### src/rtl/ilk_pkg.sv
// Shared encodings for the load-use interlock.
// Assumes 3-bit opcodes and eight architectural registers.
package ilk_pkg;
    localparam int unsigned OP_W    = 3;
    localparam int unsigned REG_W   = 3;
    localparam int unsigned N_SRC   = 2;
    localparam int unsigned N_OLDER = 2;   // execute, memory

    typedef enum logic [OP_W-1:0] {
        OP_ADD  = 3'd0,
        OP_NAND = 3'd1,
        OP_LW   = 3'd2,
        OP_SW   = 3'd3,
        OP_BEQ  = 3'd4,
        OP_JALR = 3'd5,
        OP_HALT = 3'd6,
        OP_NOOP = 3'd7
    } op_e;

    // Sources read by the decoding instruction
    typedef struct packed {
        logic [N_SRC-1:0]            rd;
        logic [N_SRC-1:0][REG_W-1:0] src;
    } src_req_t;

    // Register written by an older instruction
    typedef struct packed {
        logic             wr;
        logic [REG_W-1:0] dst;
    } dst_t;
endpackage

### src/rtl/ilk_reader.sv
// Decides which source fields the decoding instruction actually reads.
// Assumes loads use their middle field as a destination, not a source.
module ilk_reader
    import ilk_pkg::*;
(
    input  logic [OP_W-1:0]  op,
    input  logic [REG_W-1:0] srca,
    input  logic [REG_W-1:0] srcb,
    output src_req_t         req
);
    // Per-opcode read mask for the two source fields
    always_comb begin
        req.src[0] = srca;
        req.src[1] = srcb;
        unique case (op_e'(op))
            OP_ADD, OP_NAND, OP_SW, OP_BEQ: req.rd = 2'b11;
            OP_LW:                          req.rd = 2'b01;
            default:                        req.rd = 2'b00;
        endcase
    end
endmodule

### src/rtl/ilk_writer.sv
// Extracts the destination of an older instruction, choosing the field by opcode.
// Assumes only add, nand and load write the register file.
module ilk_writer
    import ilk_pkg::*;
(
    input  logic [OP_W-1:0]  op,
    input  logic [REG_W-1:0] fld_hi,
    input  logic [REG_W-1:0] fld_lo,
    output dst_t             dst
);
    // Per-opcode destination field mux and producer flag
    always_comb begin
        unique case (op_e'(op))
            OP_ADD, OP_NAND: begin dst.wr = 1'b1; dst.dst = fld_lo; end
            OP_LW:           begin dst.wr = 1'b1; dst.dst = fld_hi; end
            default:         begin dst.wr = 1'b0; dst.dst = fld_lo; end
        endcase
    end
endmodule

### src/rtl/ilk_match.sv
// Compares each read source against one producer destination.
// Assumes register 0 is an ordinary register (no zero-register exemption).
module ilk_match
    import ilk_pkg::*;
(
    input  src_req_t req,
    input  dst_t     dst,
    output logic     hit
);
    logic [N_SRC-1:0] eq;

    for (genvar i = 0; i < N_SRC; i++) begin : g_src
        // One equality comparator per read source
        assign eq[i] = req.rd[i] && (req.src[i] == dst.dst);
    end

    // Any read source matching a live producer
    assign hit = dst.wr && (|eq);
endmodule

### src/rtl/raw_interlock.sv
// Read-after-write interlock for decode. Produces PC/IF-ID hold and an ID/EX bubble.
// FORWARD_EN=0: stall on any in-flight producer. FORWARD_EN=1: stall only on a
// load in execute feeding decode. Writeback is assumed to write before decode reads.
module raw_interlock
    import ilk_pkg::*;
#(
    parameter bit FORWARD_EN = 1'b0
) (
    input  logic [OP_W-1:0]  dec_op,
    input  logic [REG_W-1:0] dec_srca,
    input  logic [REG_W-1:0] dec_srcb,
    input  logic [OP_W-1:0]  ex_op,
    input  logic [REG_W-1:0] ex_fld_hi,
    input  logic [REG_W-1:0] ex_fld_lo,
    input  logic [OP_W-1:0]  mem_op,
    input  logic [REG_W-1:0] mem_fld_hi,
    input  logic [REG_W-1:0] mem_fld_lo,
    output logic             pc_en,
    output logic             ifid_en,
    output logic             idex_bubble
);
    src_req_t             dec_req;
    logic [OP_W-1:0]      st_op  [N_OLDER];
    logic [REG_W-1:0]     st_hi  [N_OLDER];
    logic [REG_W-1:0]     st_lo  [N_OLDER];
    dst_t                 st_dst [N_OLDER];
    logic [N_OLDER-1:0]   st_hit;
    logic                 stall;

    assign st_op[0] = ex_op;   assign st_hi[0] = ex_fld_hi;  assign st_lo[0] = ex_fld_lo;
    assign st_op[1] = mem_op;  assign st_hi[1] = mem_fld_hi; assign st_lo[1] = mem_fld_lo;

    ilk_reader u_reader (
        .op   (dec_op),
        .srca (dec_srca),
        .srcb (dec_srcb),
        .req  (dec_req)
    );

    for (genvar s = 0; s < N_OLDER; s++) begin : g_stage
        ilk_writer u_writer (
            .op     (st_op[s]),
            .fld_hi (st_hi[s]),
            .fld_lo (st_lo[s]),
            .dst    (st_dst[s])
        );

        ilk_match u_match (
            .req (dec_req),
            .dst (st_dst[s]),
            .hit (st_hit[s])
        );

        // Non-writing opcodes must not present a producer
        always_comb begin
            if (st_op[s] inside {OP_SW, OP_BEQ, OP_JALR, OP_HALT, OP_NOOP})
                a_r7_nonproducer_silent: assert (!st_dst[s].wr)
                    else $error("R7: stage %0d non-writer flagged as producer", s);
        end
    end

    if (FORWARD_EN) begin : g_fwd
        // Only a load still in execute cannot be bypassed in time
        assign stall = st_hit[0] && (ex_op == OP_LW);

        // Stalls in this mode originate only from a load in execute
        always_comb begin
            if (stall)
                a_r9_fwd_load_only: assert (ex_op == OP_LW && mem_op inside {[0:7]})
                    else $error("R9: forwarding stall without a load in execute");
            if (ex_op inside {OP_ADD, OP_NAND})
                a_r10_fwd_alu_free: assert (!idex_bubble)
                    else $error("R10: ALU producer caused a stall with forwarding");
        end
    end else begin : g_stall
        // Every in-flight producer that matches forces a stall
        assign stall = |st_hit;
    end

    // Hold the front end and inject a bubble while stalled
    assign pc_en       = !stall;
    assign ifid_en     = !stall;
    assign idex_bubble = stall;

    // A decode slot that reads nothing never stalls
    always_comb begin
        if (dec_op inside {OP_JALR, OP_HALT, OP_NOOP})
            a_r6_idle_decode_no_stall: assert (pc_en && !idex_bubble)
                else $error("R6: non-reading decode instruction stalled");
        if (!(ex_op inside {OP_ADD, OP_NAND, OP_LW}) && !(mem_op inside {OP_ADD, OP_NAND, OP_LW}))
            a_r4_no_producer_runs: assert (pc_en && ifid_en && !idex_bubble)
                else $error("R4: stall with no producer in flight");
    end
endmodule

### config.mk
export PLATFORM = sky130hd
export DESIGN_NAME = raw_interlock
export DESIGN_NICKNAME = d
export VERILOG_FILES = /design/src/rtl/ilk_pkg.sv /design/src/rtl/ilk_reader.sv /design/src/rtl/ilk_writer.sv /design/src/rtl/ilk_match.sv /design/src/rtl/raw_interlock.sv
export SDC_FILE = /design/constraint.sdc
export NUM_CORES = 1
export LEC_CHECK = 0
export BUFFER_PORTS_ARGS = -buffer_cell sky130_fd_sc_hd__buf_4
export CAP_MARGIN = 25
export CORE_AREA = 2 2 39 41
export DETAILED_ROUTE_END_ITERATION = 16
export DIE_AREA = 0 0 41 43
export PLACE_DENSITY = 0.68
export SYNTH_ARGS = -nofsm -noshare
export SYNTH_HDL_FRONTEND = slang
export SYNTH_HIERARCHICAL = 1
export SYNTH_SLANG_ARGS = --single-unit
### constraint.sdc
create_clock -name vclk -period 3.3
set_input_delay 0.33 -clock vclk [all_inputs]
set_output_delay 0.33 -clock vclk [all_outputs]
set_load 0.02 [all_outputs]
==> results of run 1 <==
[through the flow]
stage	util [%]	area, um2	setup WS [ns]	hold WS (ns)	instances
after floorplan	-	338	1.22	1.03	39
after global placement	38.3	531	1.16	1.20	78
after detailed placement	38.3	531	1.18	1.22	78
after CTS	38.3	531	1.16	1.22	78
after global routing	38.3	531	1.02	1.28	78
final	38.3	531	1.19	1.21	78
[path summary, 6_finish.rpt]
path                       to  cells after the start  slack [ns]       from
setup / recovery  idex_bubble                      8        1.19  mem_op[0]
hold / removal          pc_en                      5        1.21   ex_op[1]
[final cells by class]
type / instances / area (um2)
fill: 152 / 853
multi-input combinational: 32 / 285
timing repair buffer: 30 / 225
tap: 16 / 20.0
[synth_stat cells (all sizes together)]
| cell type | count |
|---|---|
| mux2i | 1 |
| nor3b | 2 |
| buf | 7 |
| or2 | 1 |
| mux2 | 6 |
| a21boi | 2 |
| xnor2 | 12 |
| nor2 | 1 |
| o21ai | 1 |
| a21oi | 2 |
| nand4 | 4 |
[critical path: stages]
cell and delay [ns]:
buf_4 0.12, nor3b_4 0.23, mux2_2 0.39, xnor2_1 0.17
nand4_1 0.10, a21boi_1 0.19, or2_1 0.12, buf_4 0.13
[metal layers]
metal	up-vias	wire length (um)	track usage (%)
met3	0	67	0
met4	0	0	0
met5	-	0	0
met2	13	404	18.1
met1	143	267	10.1
li1	179	-	-
[power breakdown]
| part | internal (mW) | switching (mW) | total (mW) |
|---|---|---|---|
| Clock | 0 | 0 | 0 |
| Sequential | 0 | 0 | 0 |
| Combinational | 0.0464 | 0.0282 | 0.0745 |
| Total | 0.0464 | 0.0282 | 0.0745 |
[layout by cell type, fill, tap and decap left out, drive strengths merged]
master and count:
or2 1, a21boi 2, nor2 1, a21oi 2, nor3b 2, buf 30, xnor2 12, o21ai 1
nand4 4, mux2i 1, mux2 6
[cell families (layout without fill, tap and decap cells)]
family | count (synthesis) | after routing | synth area share [%]
AOI/OAI and AO/OA | 5 | 5 | 8.89
and+or+nand+nor | 8 | 8 | 21.5
muxes | 7 | 7 | 23.0
buffers and inverters | 7 | 30 | 15.6
xor gates and xnor gates | 12 | 12 | 31.1
==> impl_metrics.yaml, run 1 <==
logic_synthesis:
  synthDistinctLibCells: 11
  netlist.area_leader.share_pct: 31.1
  syn_area_per_cell_um2: 8.66
  yosysSeqAreaShare_pct: 0
  synth_warnings: 6
  synthTopCellsByArea: "xnor2_1 (31%), mux2_2 (20%), buf_4 (16%)"
  synth_nets: 66
  syn_inst: 39
  yosys.area.top_type: "xnor2_1"
  syn_area_um2: 338
sta:
  maxSlewViolCount: 0
  finalHoldViolCount: 0
  slew_headroom_pct: 81.2
  period_share_pct: 64.0
  period_minus_slack_ns: 2.11
  fin_tns_setup_ns: 0
  rsz0062_at_grt: "no"
  worstMarginPinSlew_ns: 0.279
  timing.final.setup_violations: 0
  clock.fmax_mhz: 474
cells_and_area:
  drive_above_1_share_pct: 61.3
  design.seq.count: 0
  register_area_um2: 0
  fin_nets: 91
  areaGrowthSynthToFinish_pct: 57.0
  diodes: 0
  clockBufferCount: 0
grt:
  grt_pass1_vias: 335
  gr-usage-all-layers_pct: 8.99
  grt_max_degree: 4
  grt_pass1_wl_um: 1190
  grt_antenna_before_repair: 0
  grt-ovfl-total: 0
detailed_routing:
  ant_nets: 0
  vias: 335
  wire_per_inst_um: 9.46
  firstDrtPassIters: 2
  drc: 0
  wl_um: 738
  drtIter0Drc: 2
  viasPerCell: 4.29
critical_path:
  endpoint_kind: "output port"
  crit_fanout: 3
  criticalPathCategory: "in2out"
  start_kind: "primary input"
  required_ns: 2.97
  cp.arrival_ns: 1.78
job:
  cap_violations: 0
status:
  status: "finished clean"
clocking:
  post_cts_buffers: 0
  ctsResizeCount: 0
  hold_buffers: 0
placement:
  place_congestion: 0.668
  hpwl_um: 722
  port-buffer-count: 30
worst_hold_path:
  hold_path.class: "in2out"
die:
  io_pins: 30
  die_area_mm2: 0.00176
  core_mm2: 0.00138
  num_rows: 14
  die_x_um: 41
  initial_core_util_pct: 24.4
  die_y_um: 43
power_and_ir_drop:
  p_total_uw: 74.5
  ir_drop_uv: 34.1
  p_leak_nw: 0.225
  powerDensity_mw_per_mm2: 141
(Power assumes the default switching activity.)
==> run 2: changes to the inputs <==
ABC_AREA = 1   (was unset)
PLACE_DENSITY = 0.83   (was 0.68)
clock period = 1.8 ns   (was 3.3 ns; I/O delays follow)
==> run 2 against run 1 <==
Worst hold slack got worse by 0.42 ns; synthesized cell count rose to 2.9 times the previous value; count of clock-buffer cells in the layout did not move; setup slack got worse by 0.94 ns; global-route usage rose by 5.6 points; power rose by 110%; via count rose by 98%; critical path depth rose by 4; combinational power rose by 110%; critical endpoint is now pc_en; highest routed layer unchanged.
==> impl_metrics.yaml, run 2 <==
clocking:
  hold_buffers: 0
  ctsResizeCount: 0
  post_cts_buffers: 0
sta:
  rsz0062_at_grt: "no"
  fin_tns_setup_ns: 0
  whs_ns: 0.793
  period_share_pct: 86.0
  finalHoldViolCount: 0
  slew_headroom_pct: 90.5
  worstMarginPinSlew_ns: 0.142
  maxSlewViolCount: 0
  timing.final.setup_violations: 0
  period_minus_slack_ns: 1.55
  clock.fmax_mhz: 646
die:
  die_y_um: 43
  core_mm2: 0.00138
  num_rows: 14
  die_area_mm2: 0.00176
  initial_core_util_pct: 35.9
  die_x_um: 41
  io_pins: 30
critical_path:
  criticalPathCategory: "in2out"
  cp.arrival_ns: 1.37
  required_ns: 1.62
  crit_top_cell: "nand2_1"
  crit_path_cell_trace: "buf_4 -> inv_1 -> nand4_1 -> nand2_1 -> inv_1 -> nand2_1 -> nand2_1 -> nor2_1 -> nand2_1 -> a21oi_2 -> nor2_1 -> buf_4"
  crit_fanout: 4
  endpoint_kind: "output port"
  start_kind: "primary input"
  slowest_stage: "a21oi_2"
  startpoint: "mem_op[2]"
  max_stage_delay_ns: 0.16
worst_hold_path:
  hold_end: "idex_bubble"
  hold_depth: 7
  hold_path.class: "in2out"
  hp-start: "mem_op[2]"
placement:
  hpwl_um: 1100
  placed_area_um2: 689
  place_congestion: 0.784
  port-buffer-count: 30
logic_synthesis:
  syn_area_um2: 497
  synth_nets: 141
  synthDistinctLibCells: 9
  syn_inst: 114
  synthTopCellsByArea: "nand2_1 (39%), inv_1 (22%), buf_4 (11%)"
  yosys.area.top_type: "nand2_1"
  synth.most_common_cell: "nand2_1"
  synthTopCellsByCount: "nand2_1 (52), inv_1 (29), nor2_1 (13)"
  yosysSeqAreaShare_pct: 0
  synth_warnings: 6
  netlist.area_leader.share_pct: 39.3
  syn_area_per_cell_um2: 4.36
cells_and_area:
  fin_nets: 166
  final_common_cell: "nand2_1"
  areaGrowthSynthToFinish_pct: 38.8
  drive_above_1_share_pct: 25.5
  layout_common_cells: "nand2_1 (52), buf_4 (30), inv_1 (29)"
  clockBufferCount: 0
  utilization_pct: 49.8
  diodes: 0
  design.seq.count: 0
  register_area_um2: 0
  design_area_um2: 689
detailed_routing:
  vias: 663
  wl_um: 1210
  firstDrtPassIters: 4
  drtIter0Drc: 13
  ant_nets: 0
  wire_per_inst_um: 7.93
  drc: 0
  viasPerCell: 4.33
grt:
  grt_max_degree: 6
  grt_pass1_vias: 555
  grt_pass1_wl_um: 1900
  gr-usage-all-layers_pct: 14.6
  grt-ovfl-total: 0
  grt_antenna_before_repair: 0
job:
  cap_violations: 0
power_and_ir_drop:
  powerDensity_mw_per_mm2: 232
  ir_drop_uv: 84.7
  p_total_uw: 160
  p_leak_nw: 0.485
status:
  status: "finished clean"
run 2: cell types whose count changed after synthesis, moves of 2 or more:
cell,before,now
nand4_1,4,6
mux2_2,6,0
nand2_1,0,52
nor2_1,1,13
a21oi_2,0,2
a21boi_1,2,0
nand3_2,0,2
nor3b_4,2,0
xnor2_1,12,0
inv_1,0,29
run 2: logic make-up after synthesis:
logic type             after synthesis  share of synthesized area, %
AOI/OAI and AO/OA                    4                          5.54
and+or+nand+nor                     74                          62.0
buffers and inverters               36                          32.5
run 2: per-stage QoR:
stage	worst slack, ns	instances
after CTS	0.241	153
after detailed placement	0.241	153
after floorplan	0.283	114
after global routing	0.120	153
after global placement	0.271	153
final	0.252	153
run 2: cell type report:
cell class	count	area (um2)
fillers	163	694
inverters	29	109
multi-input cells	78	335
well taps	16	20.0
repair buffers	30	225
run 2: report_power, final:
part | internal, mW | leakage [nW] | switching [mW]
clock network | 0 | 0 | 0
registers | 0 | 0 | 0
logic | 0.0770 | 0.485 | 0.0829
total | 0.0770 | 0.485 | 0.0829
run 2: worst max path at each step:
stage,to,depth (start not counted)
after floorplan,pc_en,12
after global placement,idex_bubble,13
after detailed placement,idex_bubble,13
after CTS,pc_en,12
after global routing,idex_bubble,13
final,pc_en,12
run 2: layer usage:
layer	track usage (%)	share of wire [%]
met1	13.9	40
met2	31.9	53
met3	0	6.4
met4	0	0
met5	0	0
run 2: worst max-delay path, delay by kind of cell:
family	cells	cell delay, ns
AOI/OAI and AO/OA	1	0.16
buffers and inverters	4	0.42
and+or+nand+nor	7	0.61
==> run 3: changes to the inputs <==
BUFFER_PORTS_ARGS = unset   (was -buffer_cell sky130_fd_sc_hd__buf_4)
DONT_BUFFER_PORTS = 1   (was unset)
MAX_ROUTING_LAYER = met4   (was unset)
PLACE_DENSITY = 0.63   (was 0.83)
SETUP_SLACK_MARGIN = 0.3   (was unset)
==> run 3 against run 2 <==
Non-clock buffer count fell by 30; flip-flop and latch count did not move; count of clock-buffer cells in the layout did not move; via count fell by 17%; final cell count fell by 20%; global-route usage fell by 4.8 points; cell area fell by 29%; setup slack improved by 0.16 ns; utilization fell by 14 points; first-iteration DRC count fell by 15%; critical path type unchanged; critical endpoint is now ifid_en.
==> impl_metrics.yaml, run 3 (synthesis results as in run 2) <==
placement:
  port-buffer-count: 0
  place_congestion: 0.795
  dp.cells: 123
  hpwl_um: 924
  placed_area_um2: 467
  post-place-ws_ns: 0.344
detailed_routing:
  wl_um: 1020
  vias: 553
  drtIter0Drc: 11
  wire_per_inst_um: 8.31
  drc: 0
  firstDrtPassIters: 4
  viasPerCell: 4.50
  ant_nets: 0
sta:
  fin_tns_setup_ns: 0
  timing.final.setup_violations: 0
  finalWorstSetupSlack_ns: 0.408
  period_share_pct: 77.3
  maxSlewViolCount: 0
  clock.fmax_mhz: 718
  whs_ns: 0.621
  finalHoldViolCount: 0
  period_minus_slack_ns: 1.39
  slew_headroom_pct: 70.0
  rsz0062_at_grt: "yes"
  worstMarginPinSlew_ns: 0.450
critical_path:
  start_kind: "primary input"
  required_ns: 1.62
  criticalPathCategory: "in2out"
  cp.arrival_ns: 1.21
  endpoint_kind: "output port"
  crit_fanout: 4
status:
  status: "finished clean"
grt:
  grt_max_degree: 6
  gr-usage-all-layers_pct: 9.83
  grt_antenna_before_repair: 0
  grt-ovfl-total: 0
  grt_pass1_wl_um: 1280
  grt_pass1_vias: 389
die:
  die_x_um: 41
  num_rows: 14
  die_y_um: 43
  die_area_mm2: 0.00176
  core_mm2: 0.00138
  io_pins: 30
  initial_core_util_pct: 35.9
worst_hold_path:
  hold_end: "idex_bubble"
  hold_path.class: "in2out"
  hp-start: "ex_op[2]"
  hold_depth: 5
power_and_ir_drop:
  p_int_uw: 36.1
  switching_share_pct: 64.8
  p_leak_nw: 0.321
  p_total_uw: 103
  ir_drop_uv: 83.3
  powerDensity_mw_per_mm2: 209
  clkPwrFrac_pct: 0
  power_switching_uw: 66.5
  pwr-share-seq_pct: 0
  power_frac_comb_pct: 100.0
cells_and_area:
  diodes: 0
  final-instance-count-excl-fill: 123
  areaGrowthSynthToFinish_pct: -1.01
  n_fill_cell: 171
  utilization_pct: 35.5
  clockBufferCount: 0
  register_area_um2: 0
  layout_common_cells: "nand2_1 (48), inv_1 (25), nor2_1 (12)"
  design_area_um2: 492
  design.seq.count: 0
  final_common_cell: "nand2_1"
  fin_nets: 136
  drive_above_1_share_pct: 13.1
clocking:
  post_cts_buffers: 0
job:
  cap_violations: 0
run 3: cell count changes in the layout (fill, tap and decap cells not counted):
| cell | previous run | this run |
|---|---|---|
| buf_4 | 30 | 0 |
| clkinvlp_4 | 0 | 4 |
| inv_1 | 29 | 25 |
| nand2_1 | 52 | 48 |
| nand2_2 | 1 | 5 |
| nor2_1 | 13 | 12 |
| nor2_2 | 0 | 1 |
run 3: critical path, cell delays in order:
cell and delay (ns):
clkinvlp_4 0.07, nand3_2 0.09, nand2_1 0.09, nand2_2 0.07, inv_1 0.05, nand2_1 0.04, nand2_1 0.05, nor2_1 0.04
nand2_1 0.07, a21oi_2 0.07, nor2_2 0.38
run 3: final cells by class:
| type | instances | area [um2] | area share (%) |
|---|---|---|---|
| Multi-Input combinational cell | 78 | 348 | 70.7 |
| Inverter | 29 | 124 | 25.2 |
| Tap cell | 16 | 20.0 | 4.07 |
run 3: worst max path at each step:
stage,from,end,slack (ns),cells past startpoint
2_1_floorplan,mem_op[2],pc_en,0.40,12
3_3_place_gp,mem_op[2],ifid_en,0.37,11
3_5_place_dp,mem_op[2],ifid_en,0.34,11
4_1_cts,mem_op[2],ifid_en,0.34,11
5_1_grt,mem_op[2],ifid_en,0.26,11
6_report,mem_op[2],ifid_en,0.41,11
run 3: power groups by stage:
stage	clock network, mW	registers [mW]	logic [mW]
detailed placement	0	0	0.0986
CTS	0	0	0.0990
global route	0	0	0.117
floorplan	0	0	0.102
finish	0	0	0.103
global placement	0	0	0.0964
run 3: what timing repair did:
| item | CTS | global route |
|---|---|---|
| hold buffers | 0 | 0 |
| hold endpoints to repair | 0 | 0 |
| resized for setup | 0 | 8 |
| endpoints found under the setup margin | 0 | 3 |
run 3: per-layer routing:
metal	vias up	routed length, um	track usage [%]
met5	-	0	-
met4	0	0	0
met3	0	101	0
met2	21	499	19.1
met1	221	421	11.1
li1	311	-	-
